$ cat src/rtl/ee2w_slave.sv
module ee2w_slave #(
  parameter int AW = 11,
  parameter int PW = 4,
  parameter logic [3:0] DEV_CODE = 4'b1010
) (
  input  logic          clk,
  input  logic          rst_n,
  input  logic          scl_i,
  input  logic          sda_i,
  input  logic          busy_i,
  output logic          sda_oe,
  output logic          wr_en,
  output logic [AW-1:0] wr_addr,
  output logic [7:0]    wr_data,
  output logic [AW-1:0] rd_addr,
  input  logic [7:0]    rd_data,
  output logic          commit
);
  localparam int HW = AW - 8;
  localparam logic [AW-1:0] ONE = 1;
  localparam logic [PW-1:0] PONE = 1;

  typedef enum logic [2:0] {ST_IDLE, ST_DEV, ST_ADR, ST_WR, ST_RD} st_t;

  logic [1:0] scl_sy, sda_sy;
  logic scl_d, sda_d;
  st_t st;
  logic [3:0] cnt;
  logic [7:0] sr;
  logic rw, mack, wrote;
  logic [HW-1:0] hi;
  logic [AW-1:0] addr;

  always_ff @(posedge clk or negedge rst_n)
    if (!rst_n) begin
      scl_sy <= 2'b11; sda_sy <= 2'b11; scl_d <= 1'b1; sda_d <= 1'b1;
    end else begin
      scl_sy <= {scl_sy[0], scl_i};
      sda_sy <= {sda_sy[0], sda_i};
      scl_d  <= scl_sy[1];
      sda_d  <= sda_sy[1];
    end

  wire scl      = scl_sy[1];
  wire sda      = sda_sy[1];
  wire scl_rise = scl & ~scl_d;
  wire scl_fall = ~scl & scl_d;
  wire start_c  = scl & scl_d & sda_d & ~sda;
  wire stop_c   = scl & scl_d & ~sda_d & sda;
  wire [AW-1:0] page_next = {addr[AW-1:PW], addr[PW-1:0] + PONE};

  assign rd_addr = addr;

  always_ff @(posedge clk or negedge rst_n)
    if (!rst_n) begin
      st <= ST_IDLE; cnt <= '0; sr <= '0; rw <= 1'b0; mack <= 1'b1; wrote <= 1'b0;
      hi <= '0; addr <= '0; sda_oe <= 1'b0; wr_en <= 1'b0; wr_addr <= '0;
      wr_data <= '0; commit <= 1'b0;
    end else begin
      wr_en  <= 1'b0;
      commit <= 1'b0;
      if (start_c) begin
        st <= ST_DEV; cnt <= '0; sda_oe <= 1'b0; wrote <= 1'b0;
      end else if (stop_c) begin
        commit <= (st == ST_WR) && wrote;
        st <= ST_IDLE; cnt <= '0; sda_oe <= 1'b0; wrote <= 1'b0;
      end else if (st != ST_IDLE) begin
        if (scl_rise) begin
          if (cnt < 4'd8) begin
            if (st != ST_RD) sr <= {sr[6:0], sda};
            cnt <= cnt + 4'd1;
          end else if (cnt == 4'd8) begin
            cnt <= 4'd9;
            if (st == ST_RD) begin
              mack <= sda;
              addr <= addr + ONE;
            end
          end
        end else if (scl_fall) begin
          if (cnt == 4'd8) begin
            case (st)
              ST_DEV:
                if (sr[7:4] == DEV_CODE && !busy_i) begin
                  sda_oe <= 1'b1; rw <= sr[0]; hi <= sr[HW:1];
                end else begin
                  st <= ST_IDLE; cnt <= '0;
                end
              ST_ADR: begin
                sda_oe <= 1'b1;
                addr <= {hi, sr};
              end
              ST_WR: begin
                sda_oe <= 1'b1; wr_en <= 1'b1; wr_addr <= addr; wr_data <= sr;
                addr <= page_next; wrote <= 1'b1;
              end
              default: sda_oe <= 1'b0;
            endcase
          end else if (cnt == 4'd9) begin
            sda_oe <= 1'b0;
            cnt <= '0;
            case (st)
              ST_DEV:
                if (rw) begin
                  st <= ST_RD; sr <= rd_data; sda_oe <= ~rd_data[7];
                end else st <= ST_ADR;
              ST_ADR: st <= ST_WR;
              ST_RD:
                if (!mack) begin
                  sr <= rd_data; sda_oe <= ~rd_data[7];
                end else st <= ST_IDLE;
              default: st <= st;
            endcase
          end else if (st == ST_RD && cnt != 4'd0) begin
            sr <= {sr[6:0], 1'b0};
            sda_oe <= ~sr[6];
          end
        end
      end
    end
endmodule

$ cat config.mk
export PLATFORM = sky130hd
export DESIGN_NAME = ee2w_slave
export DESIGN_NICKNAME = d
export VERILOG_FILES = /design/src/rtl/ee2w_slave.sv
export SDC_FILE = /design/constraint.sdc
export NUM_CORES = 1
export LEC_CHECK = 0
export CAP_MARGIN = 40
export CORE_ASPECT_RATIO = 2
export CORE_MARGIN = 1
export CORE_UTILIZATION = 31
export DETAILED_ROUTE_END_ITERATION = 7
export HOLD_SLACK_MARGIN = 0.1
export PLACE_DENSITY = 0.48
export SYNTH_ARGS = -nofsm -noshare
export SYNTH_HDL_FRONTEND = slang
export SYNTH_SLANG_ARGS = --single-unit
export TNS_END_PERCENT = 1
$ cat constraint.sdc
create_clock -name clk -period 3.1 [get_ports clk]
set_clock_uncertainty 0.15 [all_clocks]
set_input_delay 0.62 -clock clk [delete_from_list [all_inputs] [get_ports clk]]
set_output_delay 0.62 -clock clk [all_outputs]
set_load 0.05 [all_outputs]
# After elaboration in Yosys (flattened, before gate mapping)
# Index checks and enable logic that the tools add are counted.
[totals]
register_bits = 60
input_bits = 13
[classes]
addsub = 3
n_lt_le_gt_ge = 1
n_eq_ne = 25
n_mux = 69
n_bitwise = 17
reduce_logical = 30
[ops]
columns = ["cell", "count"]
rows = [
  ["8-bit two-way mux", 9],
  ["11-bit two-way mux", 6],
  ["4-bit two-way mux", 11],
  ["3-bit two-way mux", 11],
  ["1-bit two-way mux", 27],
  ["8-bit AND reduction", 3],
  ["11-bit one-hot mux with 2 select lines", 1],
  ["3-bit nonzero test", 7],
  ["8-bit one-hot mux with 2 select lines", 1],
  ["5-bit inequality test (second input constant)", 3],
  ["5-bit nonzero test", 3],
  ["7-bit AND reduction", 2],
  ["4-bit == test (second input constant)", 3],
  ["4-bit inequality test (second input constant)", 3],
  ["4-bit nonzero test", 3],
  ["11-bit by 1-bit adder with 11-bit output (second input constant)", 1],
  ["11-bit AND reduction", 1],
  ["1-bit NOT", 10],
  ["5-bit AND reduction", 2],
  ["3-bit one-hot mux with 3 select lines", 1],
  ["9-bit AND reduction", 1],
  ["4-bit by 1-bit adder with 4-bit output (second input constant)", 2],
  ["4-bit by 3-bit inequality test with 1-bit output (second input constant)", 2],
  ["1-bit bitwise AND", 7],
  ["16 further kinds", 25],
]

# Longest topological paths before layout
[depth]
depth_word = 10
depth_mapped = 8
ltp_nobuf = 7

# Worst setup path before layout
# OpenSTA, ideal clock, no wires.
[synth_path]
path_type = "reg2reg"
start = "register scl_sy[1]"
end = "register addr[10] (netlist: rd_addr[10])"
setup_time_ns = 0.071
arrival_ns = 2.359
required_time_ns = 2.879
setup_slack_ns = 0.520
path_stages_with_launch = 8
n_path_buf = 1
period_less_slack_ns = 2.580
path_cell_list = "dfstp_2 inv_1 ha_1 or2_2 clkbuf_1 or4_4 or4b_1 nand3_1"
[synth_between]
elab_chain_len = 5
elab_cells_between_ends = 17
classes_between = "eq/ne (3); mux (1); bitwise (10); reduce/logical (3)"
[synth_lines]
columns = ["item", "line_no", "rtl"]
rows = [
  ["start, declared", "25", "logic [1:0] scl_sy, sda_sy;"],
  ["start signal, assigned", "38", "scl_sy <= {scl_sy[0], scl_i};"],
  ["1-bit bitwise AND", "48, 49", ""],
  ["1-bit bitwise AND, on equally long branches (2 in series)", "49, 48", ""],
  ["1-bit NOT (no line)", "--", ""],
  ["9-bit AND reduction (no line)", "--", ""],
  ["end signal, assigned", "76", "addr <= addr + ONE;"],
  ["end signal, assigned", "90", "addr <= {hi, sr};"],
  ["end, declared", "32", "logic [AW-1:0] addr;"],
]
# Several ways; a longest one is shown, not always the timed one.
# A chain may end at the register's enable or synchronous reset.

# Worst setup path after layout
[layout_path]
start = "register cnt[0]"
end = "register addr[4] (netlist: rd_addr[4])"
[layout_between]
elab_chain_len = 3
elab_cells_between_ends = 4
classes_between = "order compare (1); eq/ne (2); reduce/logical (1)"
[layout_lines]
columns = ["item", "line_no", "rtl"]
rows = [
  ["start, declared", "28", "logic [3:0] cnt;"],
  ["start signal, assigned", "71", "cnt <= cnt + 4'd1;"],
  ["4-bit < comparator", "69", "if (cnt < 4'd8) begin"],
  ["2-bit inequality test (no line)", "--", ""],
  ["9-bit AND reduction (no line) *", "--", ""],
]
# Every way passes the cells marked *; elsewhere a longest branch is shown, timed or not.

==> impl_summary.md <==
Synth
Summed over all instances, the cell type with the most area after synthesis is sky130_fd_sc_hd__dfrtp_1. The synthesized design contains 0 enable-type register cells. The Yosys step of the flow raised 0 warnings. A synthesized cell averages 11.1 um^2. Synthesis inferred 60 register bits. The top cell type by area accounts for 42.1% of the synthesized area.

The share of synthesized registers carrying an async set or reset is 100%. The synthesized netlist occupies a cell area of 3150 um^2. The post-synthesis net count is 304. The distinct cell type count after synthesis is 54. The primary flip-flop cell chosen by synthesis mapping is sky130_fd_sc_hd__dfrtp_1. The share of synthesized area occupied by flip-flops and latches is 47.9%. Sorting the synthesized cells by area gives the leading types as sky130_fd_sc_hd__dfrtp_1, sky130_fd_sc_hd__mux2_2, sky130_fd_sc_hd__dfstp_2, sky130_fd_sc_hd__ha_1, sky130_fd_sc_hd__nand3_1.

The synthesized instance count is 284.

Finish
The post-route core utilization is 41.3%. The area added between synthesis and finish is 28.8%. The number of antenna diodes in the final layout is 0. The count of nets after finishing is 354. Of the cells placed in the final design, the portion with a size suffix greater than 1 is 24.2%. The multi-input logic area is 1540 um^2. The area used by sequential logic in the layout is 1510 um^2. The number of filler cells placed in the layout is 993.

Clock network
The number of hold-repair buffers added at the cts stage is 0. The count of instances resized after the clock tree is built is 0. The post-CTS setup-driven buffer insertion count is 0. In this run the deepest clock path goes through 2 buffers.

Clock-pin slew was measured on the worst setup and hold paths at 50 ps. The CTS tree is built. For this design, the sink count on the clock tree is 60.

CTS placed an instance of sky130_fd_sc_hd__clkbuf_16 at the clock tree root. For the worst-skew pair, the clock arrives at the later sink with an insertion delay of 330 ps. The number of CTS-inserted buffers is 9. The maximum level of the CTS H-tree is 3.

Floorplanning
Measured along the x axis, the die boundary spans 73.3 um. The core outline area is 9830 um^2. For this configuration, the core starts out at a cell density of 32.1%. The number of standard-cell rows in the floorplan is 51.

For this design the top-level I/O count stands at 46. The die covers 10600 um^2. The die is 145 um tall.

Critical path
The worst setup path is of the reg2reg kind. The arrival time of data at the critical path endpoint is 2850 ps. The startpoint type of the worst setup path is a flop.

The kind of capture point of the worst setup path is a flop. The register-to-register setup slack is 370 ps. In this run the worst path has a maximum fanout of 12. The most critical setup path has its startpoint at cnt[0]$_DFFE_PN0P_.

The data required time of the critical path is 3210 ps. In this run the critical register-to-register path is launched from cnt[0]$_DFFE_PN0P_. The endpoint identified for the worst register-to-register timing path is rd_addr[4]$_DFFE_PN0P_. The number of cells on the worst reg-to-reg path is 7.

Timing
Setup repair after global routing left no endpoint under its margin. The worst pin sits at a relative slew slack of 51.0%. The sum of negative setup slack is 0 ps. The number of pins with negative max-slew slack in the final report is 0. For this run, the top clock speed supported by timing is 0.366 GHz. The final critical path time including I/O delays and setup is 2730 ps.

The number of hold violations in the final report came to 0. The final period utilization is 88.2%. The slew at the pin with the worst max-slew slack is 732 ps. The number of failing setup endpoints in the final timing report is 0.

GRT
The final global-route overflow total is 0. The number of global-route vias before repair is 2556. The first global-routing pass estimated 13800 um of wire. The initial antenna violation count is 0.

Entering global routing, the biggest net connects 35 pins. Global routing used 18.3% of the available tracks across all layers.

Routing
For this run, design rule violations remaining after detail routing come to 0. The detailed router's first-iteration violation count is 173. Before antenna repair, the detailed router went through 4 iterations. Using the TritonRoute via totals, the vias-per-cell ratio works out to 5.21. The remaining number of nets flagged by the antenna check after routing is 0.

The wire length per cell after detailed routing is 18.4 um. The via count of the routed design is 2456. The routed design has 8660 um of wire.

Placement
Buffers placed on the I/O ports in this run total 45. Once detailed placement completed, the half-perimeter wirelength came to 6350 um. The congestion estimate from routability-driven global placement came to 0.890.

Worst hold path
The path class of the tightest hold or removal check is in2async.

Power
For this design the ratio of total power to cell area is 653 nW/um^2. The worst-case IR drop observed on VDD is 313 uV. The leakage power figure is 1.79 nW.

Flow run
The number of maximum-capacitance constraint violations is 0.

Outcome
The flow ran to the end, and the final reports show no timing, DRC or antenna violations.
-- layer usage --
metal | part of all wire (%) | vias to the layer above | global-route usage, %
li1 | - | 1154 | -
met1 | 36 | 1219 | 18.8
met2 | 55 | 59 | 32.7
met3 | 3.1 | 24 | 3.48
met4 | 5.2 | 0 | 12.3
met5 | 0 | - | 0
-- synth_stat cells (all sizes together), types with 2 or more instances --
master and count:
dfrtp 53, mux2 40, nand2 17, nand3 15, o21ai 14, nor3 12, nor2 10, inv 9
clkbuf 8, dfstp 7, ha 7, a21oi 6, buf 6, mux2i 6, a211oi 5, a31oi 5
nor2b 5, nor3b 5, a21o 4, nand3b 4, nor4 4, and3 3, nand4 3, nor4b 3
or3b 3, a221oi 2, a22o 2, a32o 2, a32oi 2, and3b 2, nand2b 2, or3 2
or4b 2, xor2 2
-- state kept, by name, indices dropped and copies added, names as in the netlist --
name / count
rd_addr: 11
wr_addr: 11
sr: 8
wr_data: 8
cnt: 4
hi: 3
st: 3
scl_sy: 2
sda_sy: 2
commit: 1
mack: 1
rw: 1
scl_d: 1
sda_d: 1
sda_oe: 1
wr_en: 1
wrote: 1
-- logic make-up (layout without fill, tap and decap cells) --
kind of cell / count (synthesis) / count (layout) / share of synthesized area (%)
compound gates: 50 / 50 / 11.0
xor+xnor: 2 / 2 / 0.556
fa+ha+maj: 7 / 7 / 2.78
buf+inv: 23 / 78 / 3.26
flops: 60 / 60 / 47.9
mux: 46 / 46 / 16.2
simple gates: 96 / 96 / 18.2
-- power breakdown --
part           internal [mW]  switching [mW]  leakage (nW)
combinational          0.256           0.327         0.854
clock                  0.662           0.347         0.149
sequential             0.880           0.176         0.783
-- worst max-delay path: stages (launching register included) --
cell	delay, ps
sky130_fd_sc_hd__dfrtp_1	420
sky130_fd_sc_hd__inv_1	120
sky130_fd_sc_hd__ha_1	320
sky130_fd_sc_hd__nand3b_4	170
sky130_fd_sc_hd__a21o_4	240
sky130_fd_sc_hd__or4_4	610
sky130_fd_sc_hd__or4b_1	530
sky130_fd_sc_hd__nand3_1	90
-- stage by stage --
stage | cells | instance area, um^2 | hold slack, ps | setup WS, ps | total power, mW
4_1_cts | 471 | 4060 | 157 | 373 | 2.69
3_5_place_dp | 455 | 3750 | 197 | 379 | 1.65
3_3_place_gp | 455 | 3750 | 196 | 409 | 1.65
6_report | 471 | 4060 | 143 | 366 | 2.65
2_1_floorplan | 284 | 3150 | 174 | 520 | 1.43
5_1_grt | 471 | 4060 | 183 | 206 | 2.78
-- placed cells by master (no fill, tap or decap), types with 3 or more instances in the layout --
cell	instances
sky130_fd_sc_hd__a211oi_1	4
sky130_fd_sc_hd__a21o_1	3
sky130_fd_sc_hd__a21oi_1	6
sky130_fd_sc_hd__a31oi_1	5
sky130_fd_sc_hd__and3_1	3
sky130_fd_sc_hd__buf_4	8
sky130_fd_sc_hd__clkbuf_16	9
sky130_fd_sc_hd__clkdlybuf4s50_1	44
sky130_fd_sc_hd__dfrtp_1	53
sky130_fd_sc_hd__dfstp_2	7
sky130_fd_sc_hd__ha_1	7
sky130_fd_sc_hd__inv_1	9
sky130_fd_sc_hd__mux2_2	40
sky130_fd_sc_hd__mux2i_1	6
sky130_fd_sc_hd__nand2_1	17
sky130_fd_sc_hd__nand3_1	15
sky130_fd_sc_hd__nand3b_1	3
sky130_fd_sc_hd__nand4_1	3
sky130_fd_sc_hd__nor2_1	10
sky130_fd_sc_hd__nor2b_1	5
sky130_fd_sc_hd__nor3_1	11
sky130_fd_sc_hd__nor3b_1	4
sky130_fd_sc_hd__nor4_1	4
sky130_fd_sc_hd__o21ai_0	14
sky130_fd_sc_hd__or3b_2	3
-- worst max path at each step --
stage | depth (start not counted) | to | slack, ps
after floorplan | 7 | rd_addr[10]$_DFFE_PN0P_ | 520
after global placement | 6 | st[0]$_DFFE_PN0P_ | 410
after detailed placement | 6 | st[2]$_DFFE_PN0P_ | 380
after CTS | 6 | rd_addr[4]$_DFFE_PN0P_ | 370
after global routing | 7 | rd_addr[4]$_DFFE_PN0P_ | 210
final | 7 | rd_addr[4]$_DFFE_PN0P_ | 370
-- cell type report --
class	count	share of cell area [%]
clock buffers	12	6.32
clock inverters	4	1.17
inverters	9	0.833
multi-input cells	201	37.9
flip-flops and latches	60	37.2
well taps	132	4.07
repair buffers	53	12.5
Note: power is estimated with default switching activity, not from simulation.
